==> src/rtl/uart_irq_pkg.sv <==
package uart_irq_pkg;

  localparam int NSRC   = 6;
  localparam int SRC_LS  = 0;
  localparam int SRC_RDA = 1;
  localparam int SRC_TO  = 2;
  localparam int SRC_TE  = 3;
  localparam int SRC_MS  = 4;
  localparam int SRC_BM  = 5;

  // cause code reported for each ranked source index
  function automatic logic [2:0] src_code(input int idx);
    case (idx)
      SRC_LS:  return 3'b011;
      SRC_RDA: return 3'b010;
      SRC_TO:  return 3'b110;
      SRC_TE:  return 3'b001;
      SRC_MS:  return 3'b000;
      default: return 3'b100;
    endcase
  endfunction

  // receive threshold chosen by the 2-bit select
  function automatic int unsigned rx_threshold(input logic [1:0] sel, input int unsigned depth);
    case (sel)
      2'd0:    return 1;
      2'd1:    return depth / 4;
      2'd2:    return depth / 2;
      default: return depth - 2;
    endcase
  endfunction

  function automatic logic rx_ready(input int unsigned level, input logic [1:0] sel,
                                    input int unsigned depth);
    return (level >= rx_threshold(sel, depth)) || (level == depth);
  endfunction

endpackage

==> src/rtl/uart_irq_src_latch.sv <==
module uart_irq_src_latch #(
  parameter int N = 5
) (
  input  logic         clk,
  input  logic         rst_n,
  input  logic [N-1:0] set,
  input  logic [N-1:0] clr,
  output logic [N-1:0] q
);

  generate
    for (genvar i = 0; i < N; i++) begin : g_lat
      logic bit_q;
      always_ff @(posedge clk or negedge rst_n) begin
        if (!rst_n) bit_q <= 1'b0;
        else        bit_q <= set[i] | (bit_q & ~clr[i]);
      end
      assign q[i] = bit_q;

      p_set_wins_r10: assert property (@(posedge clk) disable iff (!rst_n)
        set[i] |=> q[i]);
      p_hold_r2: assert property (@(posedge clk) disable iff (!rst_n)
        (q[i] && !clr[i]) |=> q[i]);
      p_clear_r7: assert property (@(posedge clk) disable iff (!rst_n)
        (clr[i] && !set[i]) |=> !q[i]);
    end
  endgenerate

endmodule

==> src/rtl/uart_irq_rx_timeout.sv <==
module uart_irq_rx_timeout #(
  parameter int TMO_W = 16,
  parameter int LVL_W = 5
) (
  input  logic             clk,
  input  logic             rst_n,
  input  logic [LVL_W-1:0] rx_level,
  input  logic             rx_push,
  input  logic             rx_pop,
  input  logic             rx_fifo_clr,
  input  logic [TMO_W-1:0] tmo_val,
  output logic             fire
);

  logic [TMO_W-1:0] cnt_q;
  logic             count_ok;
  logic             below_lim;

  // reaching limit-1 while counting means this edge completes the window
  function automatic logic hits_limit(input logic [TMO_W-1:0] cnt, input logic [TMO_W-1:0] lim);
    return (lim != '0) && (cnt == lim - 1'b1);
  endfunction

  assign count_ok  = (rx_level != '0) && !rx_push && !rx_pop && !rx_fifo_clr;
  assign below_lim = cnt_q < tmo_val;
  assign fire      = count_ok && hits_limit(cnt_q, tmo_val);

  always_ff @(posedge clk or negedge rst_n) begin
    if (!rst_n)         cnt_q <= '0;
    else if (!count_ok) cnt_q <= '0;
    else if (below_lim) cnt_q <= cnt_q + 1'b1;
  end

  p_restart_r4: assert property (@(posedge clk) disable iff (!rst_n)
    (rx_push || rx_pop || rx_fifo_clr || rx_level == '0) |=> cnt_q == '0);
  p_fire_nonempty_r4: assert property (@(posedge clk) disable iff (!rst_n)
    fire |-> rx_level != '0);
  p_off_r4: assert property (@(posedge clk) disable iff (!rst_n)
    (tmo_val == '0) |-> !fire);

endmodule

==> src/rtl/uart_irq_arbiter.sv <==
module uart_irq_arbiter
  import uart_irq_pkg::*;
#(
  parameter int N = NSRC
) (
  input  logic [N-1:0] req,
  output logic [N-1:0] win,
  output logic [2:0]   code,
  output logic         pending
);

  always_comb begin
    logic found;
    found = 1'b0;
    win   = '0;
    code  = 3'b000;
    for (int i = 0; i < N; i++) begin
      if (req[i] && !found) begin
        found  = 1'b1;
        win[i] = 1'b1;
        code   = src_code(i);
      end
    end
    pending = found;
  end

endmodule

==> src/rtl/uart_irq_ident.sv <==
module uart_irq_ident
  import uart_irq_pkg::*;
#(
  parameter  int RX_DEPTH = 16,
  parameter  int TMO_W    = 16,
  localparam int LVL_W    = $clog2(RX_DEPTH + 1)
) (
  input  logic             clk,
  input  logic             rst_n,
  input  logic [NSRC-1:0]  src_en,
  input  logic [3:0]       line_err,
  input  logic             lsr_rd,
  input  logic [LVL_W-1:0] rx_level,
  input  logic [1:0]       rx_trig_sel,
  input  logic             rx_push,
  input  logic             rx_pop,
  input  logic             rbr_rd,
  input  logic             rx_fifo_clr,
  input  logic [TMO_W-1:0] rx_tmo_val,
  input  logic             tx_empty,
  input  logic             thr_wr,
  input  logic             iid_rd,
  input  logic [3:0]       modem_delta,
  input  logic             msr_rd,
  input  logic             bmon_done,
  input  logic             bmon_rd,
  output logic [3:0]       iid,
  output logic             irq
);

  localparam int NLAT = NSRC - 1;

  logic            tx_empty_q;
  logic            te_rise;
  logic            to_fire;
  logic            rda_lvl;
  logic [NLAT-1:0] lat_set;
  logic [NLAT-1:0] lat_clr;
  logic [NLAT-1:0] lat_q;
  logic [NSRC-1:0] req;
  logic [NSRC-1:0] req_en;
  logic [NSRC-1:0] win;
  logic [2:0]      code;
  logic            pending;

  always_ff @(posedge clk or negedge rst_n) begin
    if (!rst_n) tx_empty_q <= 1'b0;
    else        tx_empty_q <= tx_empty;
  end

  assign te_rise = tx_empty & ~tx_empty_q;
  assign rda_lvl = rx_ready(int'(rx_level), rx_trig_sel, RX_DEPTH);

  uart_irq_rx_timeout #(.TMO_W(TMO_W), .LVL_W(LVL_W)) u_tmo (
    .clk         (clk),
    .rst_n       (rst_n),
    .rx_level    (rx_level),
    .rx_push     (rx_push),
    .rx_pop      (rx_pop),
    .rx_fifo_clr (rx_fifo_clr),
    .tmo_val     (rx_tmo_val),
    .fire        (to_fire)
  );

  // latch order: 0 line error, 1 timeout, 2 tx empty, 3 modem, 4 baud monitor
  assign lat_set = {bmon_done, |modem_delta, te_rise, to_fire, |line_err};
  assign lat_clr = {bmon_rd, msr_rd, thr_wr | (iid_rd & win[SRC_TE]),
                    rbr_rd | rx_fifo_clr, lsr_rd};

  uart_irq_src_latch #(.N(NLAT)) u_lat (
    .clk   (clk),
    .rst_n (rst_n),
    .set   (lat_set),
    .clr   (lat_clr),
    .q     (lat_q)
  );

  assign req    = {lat_q[4], lat_q[3], lat_q[2], lat_q[1], rda_lvl, lat_q[0]};
  assign req_en = req & src_en;

  uart_irq_arbiter #(.N(NSRC)) u_arb (
    .req     (req_en),
    .win     (win),
    .code    (code),
    .pending (pending)
  );

  assign iid = {code, ~pending};
  assign irq = pending;

  p_one_winner_r1: assert property (@(posedge clk) disable iff (!rst_n)
    $onehot0(win));
  p_idle_code_r1: assert property (@(posedge clk) disable iff (!rst_n)
    !irq |-> iid == 4'b0001);
  p_ls_first_r2: assert property (@(posedge clk) disable iff (!rst_n)
    (lat_q[0] && src_en[SRC_LS]) |-> iid == 4'b0110);
  p_rda_over_to_r5: assert property (@(posedge clk) disable iff (!rst_n)
    (req_en[SRC_RDA] && !req_en[SRC_LS]) |-> iid == 4'b0100);
  p_gated_r9: assert property (@(posedge clk) disable iff (!rst_n)
    (src_en == '0) |-> !irq);

endmodule

==> config.mk <==
export PLATFORM = sky130hd
export DESIGN_NAME = uart_irq_ident
export DESIGN_NICKNAME = d
export VERILOG_FILES = /design/src/rtl/uart_irq_pkg.sv /design/src/rtl/uart_irq_src_latch.sv /design/src/rtl/uart_irq_rx_timeout.sv /design/src/rtl/uart_irq_arbiter.sv /design/src/rtl/uart_irq_ident.sv
export SDC_FILE = /design/constraint.sdc
export NUM_CORES = 1
export LEC_CHECK = 0
export ABC_AREA = 1
export BUFFER_PORTS_ARGS = -buffer_cell sky130_fd_sc_hd__clkbuf_2
export CAP_MARGIN = 25
export CORE_MARGIN = 2
export CORE_UTILIZATION = 43
export CTS_CLUSTER_DIAMETER = 200
export DETAILED_ROUTE_END_ITERATION = 10
export PLACE_DENSITY = 0.65
export SLEW_MARGIN = 20
export SYNTH_ARGS = -nofsm -noshare
export SYNTH_HDL_FRONTEND = slang
export SYNTH_SLANG_ARGS = --single-unit
==> constraint.sdc <==
create_clock -name clk -period 3.2 [get_ports clk]
set_input_delay 0.64 -clock clk [delete_from_list [all_inputs] [get_ports clk]]
set_output_delay 0.64 -clock clk [all_outputs]
set_load 0.05 [all_outputs]
[After elaboration in Yosys (flattened, before gate mapping)]
Cells that the tools add are included.
Word-level totals
  output and inout bits: 5
  bits in registers: 22
  bits of input ports: 50
  logic and storage cells: 78
Operators by class
  bitwise logic cells: 22
  add/sub/neg operators: 2
  eq/ne operators: 5
  magnitude comparators: 2
  reduce and logical (&&, ||, !) cells: 24
  muxes and demuxes: 16
Operators by type and width (number)
  5-bit by 32-bit >= comparator with 1-bit output: 1
  16-bit two-way mux: 2
  16-bit by 1-bit adder with 16-bit output, second input constant: 1
  16-bit == test: 1
  16-bit < comparator: 1
  16-bit nonzero test: 1
  16-bit by 1-bit subtractor with 16-bit output, second input constant: 1
  3-bit two-way mux: 4
  4-bit case mux with 3 select lines: 1
  1-bit logical AND: 10
  1-bit logical NOT: 8
  4-bit OR reduction: 2
  1-bit AND: 7
  1-bit two-way mux: 7
  1-bit inverter: 7
  1-bit bitwise OR: 7
  6-bit AND: 1
  5-bit == test, second input constant: 1
  5-bit nonzero test: 1
  2-bit two-way mux: 2
  2-bit by 1-bit == test with 1-bit output, second input constant: 1
  2-bit == test, second input constant: 1
  2-bit logical NOT: 1
  2-bit inequality test, second input constant: 1
  1-bit logical OR: 1

[Depth between registers and ports, before layout]
Gate-level depths: netlist (run 1).
  depth in word-level cells: 22
  depth in mapped cells: 13
  mapped depth without buffers: 13

[Cells and area by module]
From an unflattened synthesis (run 1), not the netlist that was laid out.
Unflattened totals
  cell total of the unflattened synthesis: 439
  area total of the unflattened synthesis: 2645.0 um^2
Modules (own cells, without submodules)
  uart_irq_rx_timeout: area each 2075.7 um^2, cells each 346, times used 1, sequential area each 400.4 um^2
  uart_irq_src_latch: area each 237.7 um^2, cells each 30, times used 1, sequential area each 125.1 um^2
  uart_irq_ident: area each 236.5 um^2, cells each 46, times used 1, sequential area each 25.0 um^2
  uart_irq_arbiter: area each 95.1 um^2, cells each 17, times used 1, sequential area each 0.0 um^2

[Least setup slack after synthesis (run 1)]
No wires, ideal clock.
  path kind: input to output
  start: in rx_trig_sel[1]
  end: out iid[3]
  buffers on the path: 0
  stages: 9
  arrival time: 2748 ps
  path slack: -188 ps
  required time: 2560 ps
  cells stage by stage: nand2_1 ha_1 inv_1 nor2_1 o21ai_0 nand4_1 a21boi_0 nand3b_1 o21ai_0
On the way
  word-level cells in the longest chain between the ends: 19
  elaborated cells between the ends (all ways): 24
  classes of those cells: 1 x order compare; 2 x eq/ne; 9 x mux; 1 x bitwise; 11 x reduce/logical
RTL lines
  start, declared: RTL line uart_irq_ident.sv:14  | input logic [1:0] rx_trig_sel,
  2-bit == test (tied with other cells): RTL line uart_irq_pkg.sv:25  | case (sel)
  4-bit case mux with 3 select lines (*): RTL line uart_irq_pkg.sv:25
  5-bit by 32-bit >= comparator with 1-bit output (*): RTL line uart_irq_pkg.sv:35  | return (level >= rx_threshold(sel, depth)) || (level == depth);
  1-bit logical OR (*): RTL line uart_irq_pkg.sv:35
  6-bit AND (*): RTL line uart_irq_ident.sv:79  | assign req_en = req & src_en;
  1-bit logical AND (*): RTL line uart_irq_arbiter.sv:18  | if (req[i] && !found) begin
  1-bit two-way mux (*): RTL line uart_irq_arbiter.sv:18
  1-bit logical NOT: RTL line uart_irq_arbiter.sv:18
  [... 3 more ...]
  1-bit logical AND: RTL line uart_irq_arbiter.sv:18
  1-bit two-way mux: RTL line uart_irq_arbiter.sv:18
  1-bit logical NOT: RTL line uart_irq_arbiter.sv:18
  1-bit logical AND: RTL line uart_irq_arbiter.sv:18
  1-bit two-way mux: RTL line uart_irq_arbiter.sv:18
  1-bit logical NOT: RTL line uart_irq_arbiter.sv:18
  1-bit logical AND: RTL line uart_irq_arbiter.sv:18
  3-bit two-way mux (*): RTL line uart_irq_arbiter.sv:18
  end, declared: RTL line uart_irq_ident.sv:27  | output logic [3:0] iid,
Mark *: on every way between the ends. The rest lies on a longest branch, timed or not.

[Final worst setup path (run 1)]
  start: in rx_trig_sel[1]
  end: out iid[0]
On the way
  word-level cells in the longest chain between the ends: 20
  elaborated cells between the ends (all ways): 22
  classes of those cells: 1 x order compare; 2 x eq/ne; 6 x mux; 2 x bitwise; 11 x reduce/logical
RTL lines
  2-bit == test (tied with other cells): RTL line uart_irq_pkg.sv:25
  4-bit case mux with 3 select lines (*): RTL line uart_irq_pkg.sv:25
  5-bit by 32-bit >= comparator with 1-bit output (*): RTL line uart_irq_pkg.sv:35
  1-bit logical OR (*): RTL line uart_irq_pkg.sv:35
  6-bit AND (*): RTL line uart_irq_ident.sv:79
  1-bit logical AND (*): RTL line uart_irq_arbiter.sv:18
  1-bit two-way mux (*): RTL line uart_irq_arbiter.sv:18
  1-bit logical NOT: RTL line uart_irq_arbiter.sv:18
  [... 4 more ...]
  1-bit two-way mux (*): RTL line uart_irq_arbiter.sv:18
  1-bit logical NOT: RTL line uart_irq_arbiter.sv:18
  1-bit logical AND: RTL line uart_irq_arbiter.sv:18
  1-bit two-way mux (*): RTL line uart_irq_arbiter.sv:18
  1-bit logical NOT: RTL line uart_irq_arbiter.sv:18
  1-bit logical AND: RTL line uart_irq_arbiter.sv:18
  1-bit two-way mux (*): RTL line uart_irq_arbiter.sv:18
  1-bit inverter (*): RTL line uart_irq_ident.sv:88  | assign iid = {code, ~pending};
Marks and branches as above.

==> impl_metrics.csv, run 1 <==
group,metric,value,unit
status,status,"finished clean",
worst_setup_path,slowest_stage,"ha_1",
clock_network,postCtsSetupBuffers,0,
min_path,hold_path.class,"in -> async",
sta,fmaxAchievable,0.345,GHz
placement,dp_hpwl,5180,um
grt,overflow,0,
clock_network,cts.sinks,22,
worst_setup_path,cp_common_cell,"inv_1",
flow_run,drv_cap,0,
yosys,post-synth-top-count-cell,"nand2_1",
worst_setup_path,crit_path_end_kind,"output pin",
floorplan,start_util,44.2,%
sta,tns,0,ns
yosys,synth_edf_count,0,
layout,stdcell_count,527,
sta,fin_crit_sh,90.6,%
grt,antenna_found_initial,0,
sta,fin_skew,0.00183,ns
yosys,synth_top_cell_area_share,21.3,%
worst_setup_path,startpoint_type,"primary input",
worst_setup_path,crit_fanout,3,
sta,slew_violations,0,
route,ant_nets,0,
clock_network,cts_root_buffer,"clkbuf_8",
sta,hold_slack,0.352,ns
power_and_ir_drop,intPower,0.000509,W
power_and_ir_drop,ir_drop,0.000200,V
floorplan,rows,28,
yosys,yosys_most_used_dff,"dfrtp_1",
yosys,yosys-top-cells-area,"dfrtp_1, nand2_1, ha_1",
sta,hold_viol_final,0,
sta,fin_crit,2.90,ns
route,vias,2628,
yosys,yosys.area.top_type,"dfrtp_1",
worst_setup_path,cp_slowest_stage_delay,0.29,ns
power_and_ir_drop,power_frac_clock,37.0,%
route,drtIter0Drc,81,
yosys,yosysSeqAreaShare,21.3,%
yosys,syn-cell-area,2590,sq um
clock_network,htreeDepth,1,
grt,grt_use_total,19.8,%
worst_setup_path,arrival,2.26,ns
placement,dp_cells,523,
worst_setup_path,r2r-start,"u_tmo.cnt_q[5]$_DFFE_PN0P_",
floorplan,fp.dieW,81.6,um
route,wire_per_inst,11.7,um
sta,rsz0062_at_grt,"false",
sta,worst_pin_slew,0.563,ns
layout,n_fill_cell,620,
layout,syn2layout_area_growth,14.4,%
layout,fin_nets,526,
sta,relSlewSlack,62.4,%
route,drc,0,
placement,place_congestion,0.800,
clock_network,cts_buffer_depth,2,
layout,finalInstanceArea,2960,sq um
floorplan,die_area,6650,sq um
clock_network,clk_pin_slew,0.08,ns
sta,setup-violations-final,0,
worst_setup_path,worstPathCellList,"clkbuf_2 -> nand2_1 -> ha_1 -> inv_1 -> nor2_1 -> o21ai_0 -> nand4_1 -> a21boi_1 -> nand3b_1 -> inv_1 -> nand2_1 -> inv_1 -> clkbuf_2",
power_and_ir_drop,p_leak,1.60,nW
power_and_ir_drop,pwr-share-seq,40.7,%
floorplan,core,5850,sq um
route,first_pass_iters,4,
worst_setup_path,r2r_cells,9,
power_and_ir_drop,swShare,26.9,%
yosys,ys_types,32,
clock_network,cts_buffers,3,
grt,grt_pass1_vias,2447,
yosys,synthCells,404,
clock_network,clk-insertion-delay-late,0.26,ns
power_and_ir_drop,cellPowerDensity,235,nW/um^2
yosys,syn_nets,477,
route,via_per_inst,4.99,
layout,drive_gt1_share,18.4,%
yosys,avgSynthCellArea,6.40,sq um
worst_setup_path,r2r_end,"u_tmo.cnt_q[0]$_DFFE_PN0P_",
yosys,yosysWarningCount,0,
floorplan,pin_count,55,
yosys,async_flop_share,100,%
worst_setup_path,worstPathRequired,2.56,ns
yosys,synthTopCellsByCount,"nand2_1, nor2_1, inv_1, nand3_1, ha_1",
route,routed_wl,6180,um
placement,dpl_cell_area,2890,sq um
grt,grt_max_degree,23,
worst_setup_path,reg2reg_setup_slack,1.17,ns
placement,portBuffers,54,
floorplan,die_h,81.6,um
layout,antenna_cells,0,
grt,grt_pass1_wl,10400,um
worst_setup_path,path_class,"in -> out",
yosys,synth_seq_cells,22,
clock_network,cts_tree,"done",
power_and_ir_drop,p_sw,0.000188,W
power_and_ir_drop,combPwrFrac,22.2,%
[cell families (layout without fill, tap and decap cells)]
| logic type | count (synthesis) | after routing | share of synthesized area, % |
|---|---|---|---|
| AND/OR/NAND/NOR | 244 | 244 | 43.2 |
| buffers and inverters | 68 | 116 | 11.2 |
| AO/OA/AOI/OAI | 24 | 24 | 4.93 |
| adder cells (fa/ha/maj) | 23 | 23 | 11.1 |
| XOR/XNOR | 23 | 23 | 8.32 |
| flip-flops | 22 | 22 | 21.3 |
[layer usage]
layer	up-vias	GRT usage (%)	part of all wire [%]
met5	-	0	0
met4	0	5.17	0.73
met3	4	0.659	2.2
met2	33	38.4	51
met1	1210	23.7	46
li1	1381	-	-
[worst max-delay path by stage]
stage	start	to	slack, ns
after global routing	rx_trig_sel[0]	iid[0]	0.07
after detailed placement	rx_trig_sel[1]	iid[0]	0.19
after global placement	rx_trig_sel[1]	iid[0]	0.31
after CTS	rx_trig_sel[1]	iid[0]	0.18
after floorplan	rx_trig_sel[1]	iid[0]	0.12
final	rx_trig_sel[1]	iid[0]	0.30
[worst max-delay path: cells and delay by family]
| family | cells | cell delay (ns) |
|---|---|---|
| AO/OA/AOI/OAI | 2 | 0.37 |
| AND/OR/NAND/NOR | 5 | 0.42 |
| buffers and inverters | 5 | 0.54 |
| adder cells (fa/ha/maj) | 1 | 0.29 |
[layout make-up]
cell class	count	area, sq um	share of cell area (%)
tap	75	93.8	3.17
sequential	22	551	18.6
clock buffer	3	41.3	1.40
clock inverter	1	30.0	1.01
multi-input combinational	314	1750	59.1
inverter	56	210	7.10
timing repair buffer	56	285	9.64
[cells in the final DEF (no fill, tap or decap), types with 6 or more instances in the layout]
cell,instances
nand2_1,112
nor2_1,56
clkbuf_2,54
inv_1,52
nand3_1,34
ha_1,23
dfrtp_1,22
xor2_1,12
nand4_1,11
o21ai_0,10
xnor2_1,10
a21oi_1,8
nand3b_1,6
nor3_2,6
[registers in the layout (all words and copies together), names as in the netlist]
signal,cells
tx_empty_q,1
u_lat.g_lat.bit_q,5
u_tmo.cnt_q,16
[through the flow]
| step | power, W | utilization, % | worst slack, ns |
|---|---|---|---|
| after global placement | 0.000440 | 49.4 | 0.309 |
| after global routing | 0.000734 | 50.6 | 0.0737 |
| after floorplan | 0.000380 | - | 0.115 |
| final | 0.000696 | 50.6 | 0.299 |
| after detailed placement | 0.000445 | 49.4 | 0.192 |
| after CTS | 0.000705 | 50.6 | 0.179 |
[power by group through the flow]
stage	clock (W)	combinational, W	sequential, W
after detailed placement	0	0.000156	0.000289
after global routing	0.000271	0.000179	0.000284
after global placement	0	0.000151	0.000289
after CTS	0.000265	0.000156	0.000284
final	0.000258	0.000155	0.000284
after floorplan	0	0.0000914	0.000289
[timing repair]
item	in CTS	in global routing
gates resized for setup	0	1
hold buffers	0	0
setup endpoints to repair	0	2
Power figures use the tool's default switching activity.
==> inputs of run 2 (changes only) <==
--- a/config.mk
+++ b/config.mk
@@ -5,14 +5,13 @@
 export SDC_FILE = /design/constraint.sdc
 export NUM_CORES = 1
 export LEC_CHECK = 0
-export ABC_AREA = 1
 export BUFFER_PORTS_ARGS = -buffer_cell sky130_fd_sc_hd__clkbuf_2
 export CAP_MARGIN = 25
 export CORE_MARGIN = 2
 export CORE_UTILIZATION = 43
 export CTS_CLUSTER_DIAMETER = 200
 export DETAILED_ROUTE_END_ITERATION = 10
-export PLACE_DENSITY = 0.65
+export PLACE_DENSITY = 0.66
 export SLEW_MARGIN = 20
 export SYNTH_ARGS = -nofsm -noshare
 export SYNTH_HDL_FRONTEND = slang
==> impl_metrics.csv, run 2 <==
group,metric,value,unit
status,status,"finished clean",
clock_network,cts_root_buffer,"clkbuf_8",
route,first_pass_iters,4,
power_and_ir_drop,ir_drop,0.000171,V
clock_network,holdBufCountCts,0,
power_and_ir_drop,p_leak,1.28,nW
route,via_per_inst,5.66,
clock_network,htreeDepth,1,
layout,antenna_cells,0,
clock_network,postCtsSetupBuffers,0,
yosys,avgSynthCellArea,8.14,sq um
floorplan,die_h,76.4,um
clock_network,cts_buffers,3,
route,routed_wl,5630,um
floorplan,rows,26,
worst_setup_path,slowest_stage,"clkbuf_2",
yosys,syn_nets,350,
layout,n_fill_cell,496,
placement,dp_hpwl,4510,um
yosys,synthTopCellsByCount,"inv_1, ha_1, dfrtp_1, a21oi_1, nand2_1",
grt,antenna_found_initial,0,
clock_network,cts_buffer_depth,2,
sta,fmaxAchievable,0.330,GHz
clock_network,cts.sinks,22,
layout,largest_register_ffs,16,
yosys,yosys-top-cells-area,"dfrtp_1, ha_1, or4_1",
yosys,yosysWarningCount,0,
route,drc,0,
layout,top_regs,"u_tmo.cnt_q x16, u_lat.g_lat.bit_q x5, tx_empty_q x1",
grt,grt_pass1_vias,2106,
yosys,yosys.area.top_type,"dfrtp_1",
grt,overflow,0,
min_path,hold_path.class,"in -> async",
route,vias,2263,
yosys,syn-cell-area,2260,sq um
route,wire_per_inst,14.1,um
sta,rsz0062_at_grt,"false",
worst_setup_path,arrival,2.39,ns
route,drtIter0Drc,98,
worst_setup_path,worstPathCellList,"clkbuf_2 -> nor2_4 -> ha_1 -> nand2b_1 -> a21o_1 -> a21o_1 -> a211o_1 -> a222oi_1 -> clkbuf_2",
grt,grt_use_total,19.9,%
sta,setup_slack,0.172,ns
floorplan,pin_count,55,
sta,hold_slack,0.349,ns
placement,portBuffers,54,
grt,grt_max_degree,31,
floorplan,core,5070,sq um
floorplan,fp.dieW,76.4,um
placement,pre_cts_slack,0.188,ns
yosys,synth_top_cell_area_share,24.4,%
clock_network,post_cts_resized,0,
worst_setup_path,crit_path_end_kind,"output pin",
sta,worst_pin_slew,0.906,ns
yosys,yosysSeqAreaShare,24.4,%
sta,slew_violations,0,
yosys,synthCells,277,
sta,fin_crit_sh,94.6,%
layout,fin_nets,404,
sta,fin_crit,3.03,ns
worst_setup_path,worstPathRequired,2.56,ns
clock_network,clk_pin_slew,0.08,ns
layout,largest_register,"u_tmo.cnt_q",
layout,final_common_cell,"clkbuf_2",
yosys,synth_edf_count,0,
sta,fin_skew,0.00154,ns
placement,place_congestion,0.875,
worst_setup_path,path_class,"in -> out",
clock_network,clk-insertion-delay-late,0.26,ns
yosys,yosys_most_used_dff,"dfrtp_1",
sta,relSlewSlack,39.6,%
sta,hold_viol_final,0,
power_and_ir_drop,cellPowerDensity,257,nW/um^2
layout,layout_common_cells,"clkbuf_2, inv_1, ha_1",
yosys,ys_types,48,
floorplan,die_area,5840,sq um
layout,syn2layout_area_growth,19.6,%
yosys,post-synth-top-count-cell,"inv_1",
yosys,async_flop_share,100,%
worst_setup_path,crit_fanout,3,
worst_setup_path,startpoint_type,"primary input",
sta,setup-violations-final,0,
grt,grt_pass1_wl,9750,um
flow_run,drv_cap,0,
yosys,synth_seq_cells,22,
route,ant_nets,0,
floorplan,start_util,44.5,%
layout,drive_gt1_share,21.5,%
worst_setup_path,cp_slowest_stage_delay,0.34,ns
clock_network,cts_tree,"done",
==> run 2: final cells by class <==
type | count | area [sq um] | area share [%]
flip-flops and latches | 22 | 551 | 20.4
well taps | 70 | 87.6 | 3.25
inverters | 28 | 105 | 3.89
multi-input cells | 215 | 1560 | 57.9
clock buffers | 3 | 41.3 | 1.53
clock inverters | 1 | 30.0 | 1.11
repair buffers | 61 | 323 | 12.0
==> run 2: through the flow <==
step | total power [W] | cell area (sq um) | TNS [ns] | std cells | util [%]
after detailed placement | 0.000441 | 2630 | 0 | 396 | 51.8
after floorplan | 0.000371 | 2270 | -0.371 | 277 | -
after global placement | 0.000438 | 2630 | 0 | 396 | 51.8
after global routing | 0.000735 | 2700 | 0 | 400 | 53.2
after CTS | 0.000702 | 2700 | 0 | 400 | 53.2
final | 0.000693 | 2700 | 0 | 400 | 53.2
==> run 2: per-layer routing <==
metal	vias to the layer above	part of all wire, %	track usage, %
li1	1152	-	-
met1	1062	48	26.7
met2	42	48	34.2
met3	7	2.7	2.01
met4	0	1.4	5.27
met5	-	0	0
==> run 2: worst paths after layout <==
check | start | to | depth (start not counted) | slack (ns)
setup reg to reg | u_tmo.cnt_q[9]$_DFFE_PN0P_ | u_tmo.cnt_q[11]$_DFFE_PN0P_ | 7 | 0.66
min in group clk | tx_empty | tx_empty_q$_DFF_PN0_ | 1 | 0.49
max in group asynchronous | rst_n | u_lat.g_lat[0].bit_q$_DFF_PN0_ | 1 | 2.48
hold / removal | rst_n | u_tmo.cnt_q[3]$_DFFE_PN0P_ | 1 | 0.35
setup / recovery | rx_trig_sel[0] | iid[3] | 9 | 0.17
hold reg to reg | u_lat.g_lat[4].bit_q$_DFF_PN0_ | u_lat.g_lat[4].bit_q$_DFF_PN0_ | 1 | 0.52
==> run 2: cell families (layout without fill, tap and decap cells) <==
| logic type | count (synthesis) | in the layout | synth area share (%) |
|---|---|---|---|
| AND/OR/NAND/NOR | 95 | 95 | 25.7 |
| AO/OA/AOI/OAI | 80 | 80 | 23.6 |
| buffers and inverters | 40 | 93 | 6.82 |
| adder cells (fa/ha/maj) | 23 | 23 | 12.8 |
| flip-flops | 22 | 22 | 24.4 |
| XOR/XNOR | 16 | 16 | 6.21 |
| multiplexers | 1 | 1 | 0.444 |
==> run 2: critical path: cells and delay by family <==
kind	cells	cell delay [ns]
AOI/OAI and AO/OA	4	0.83
adders and majority gates	1	0.27
and+or+nand+nor	2	0.18
buffers and inverters	2	0.47
==> run 2: power by group <==
part | total (W) | switching, W | internal [W]
Combinational | 0.000150 | 0.0000881 | 0.0000622
Clock | 0.000259 | 0.0000915 | 0.000167
Sequential | 0.000284 | 0.00000283 | 0.000281
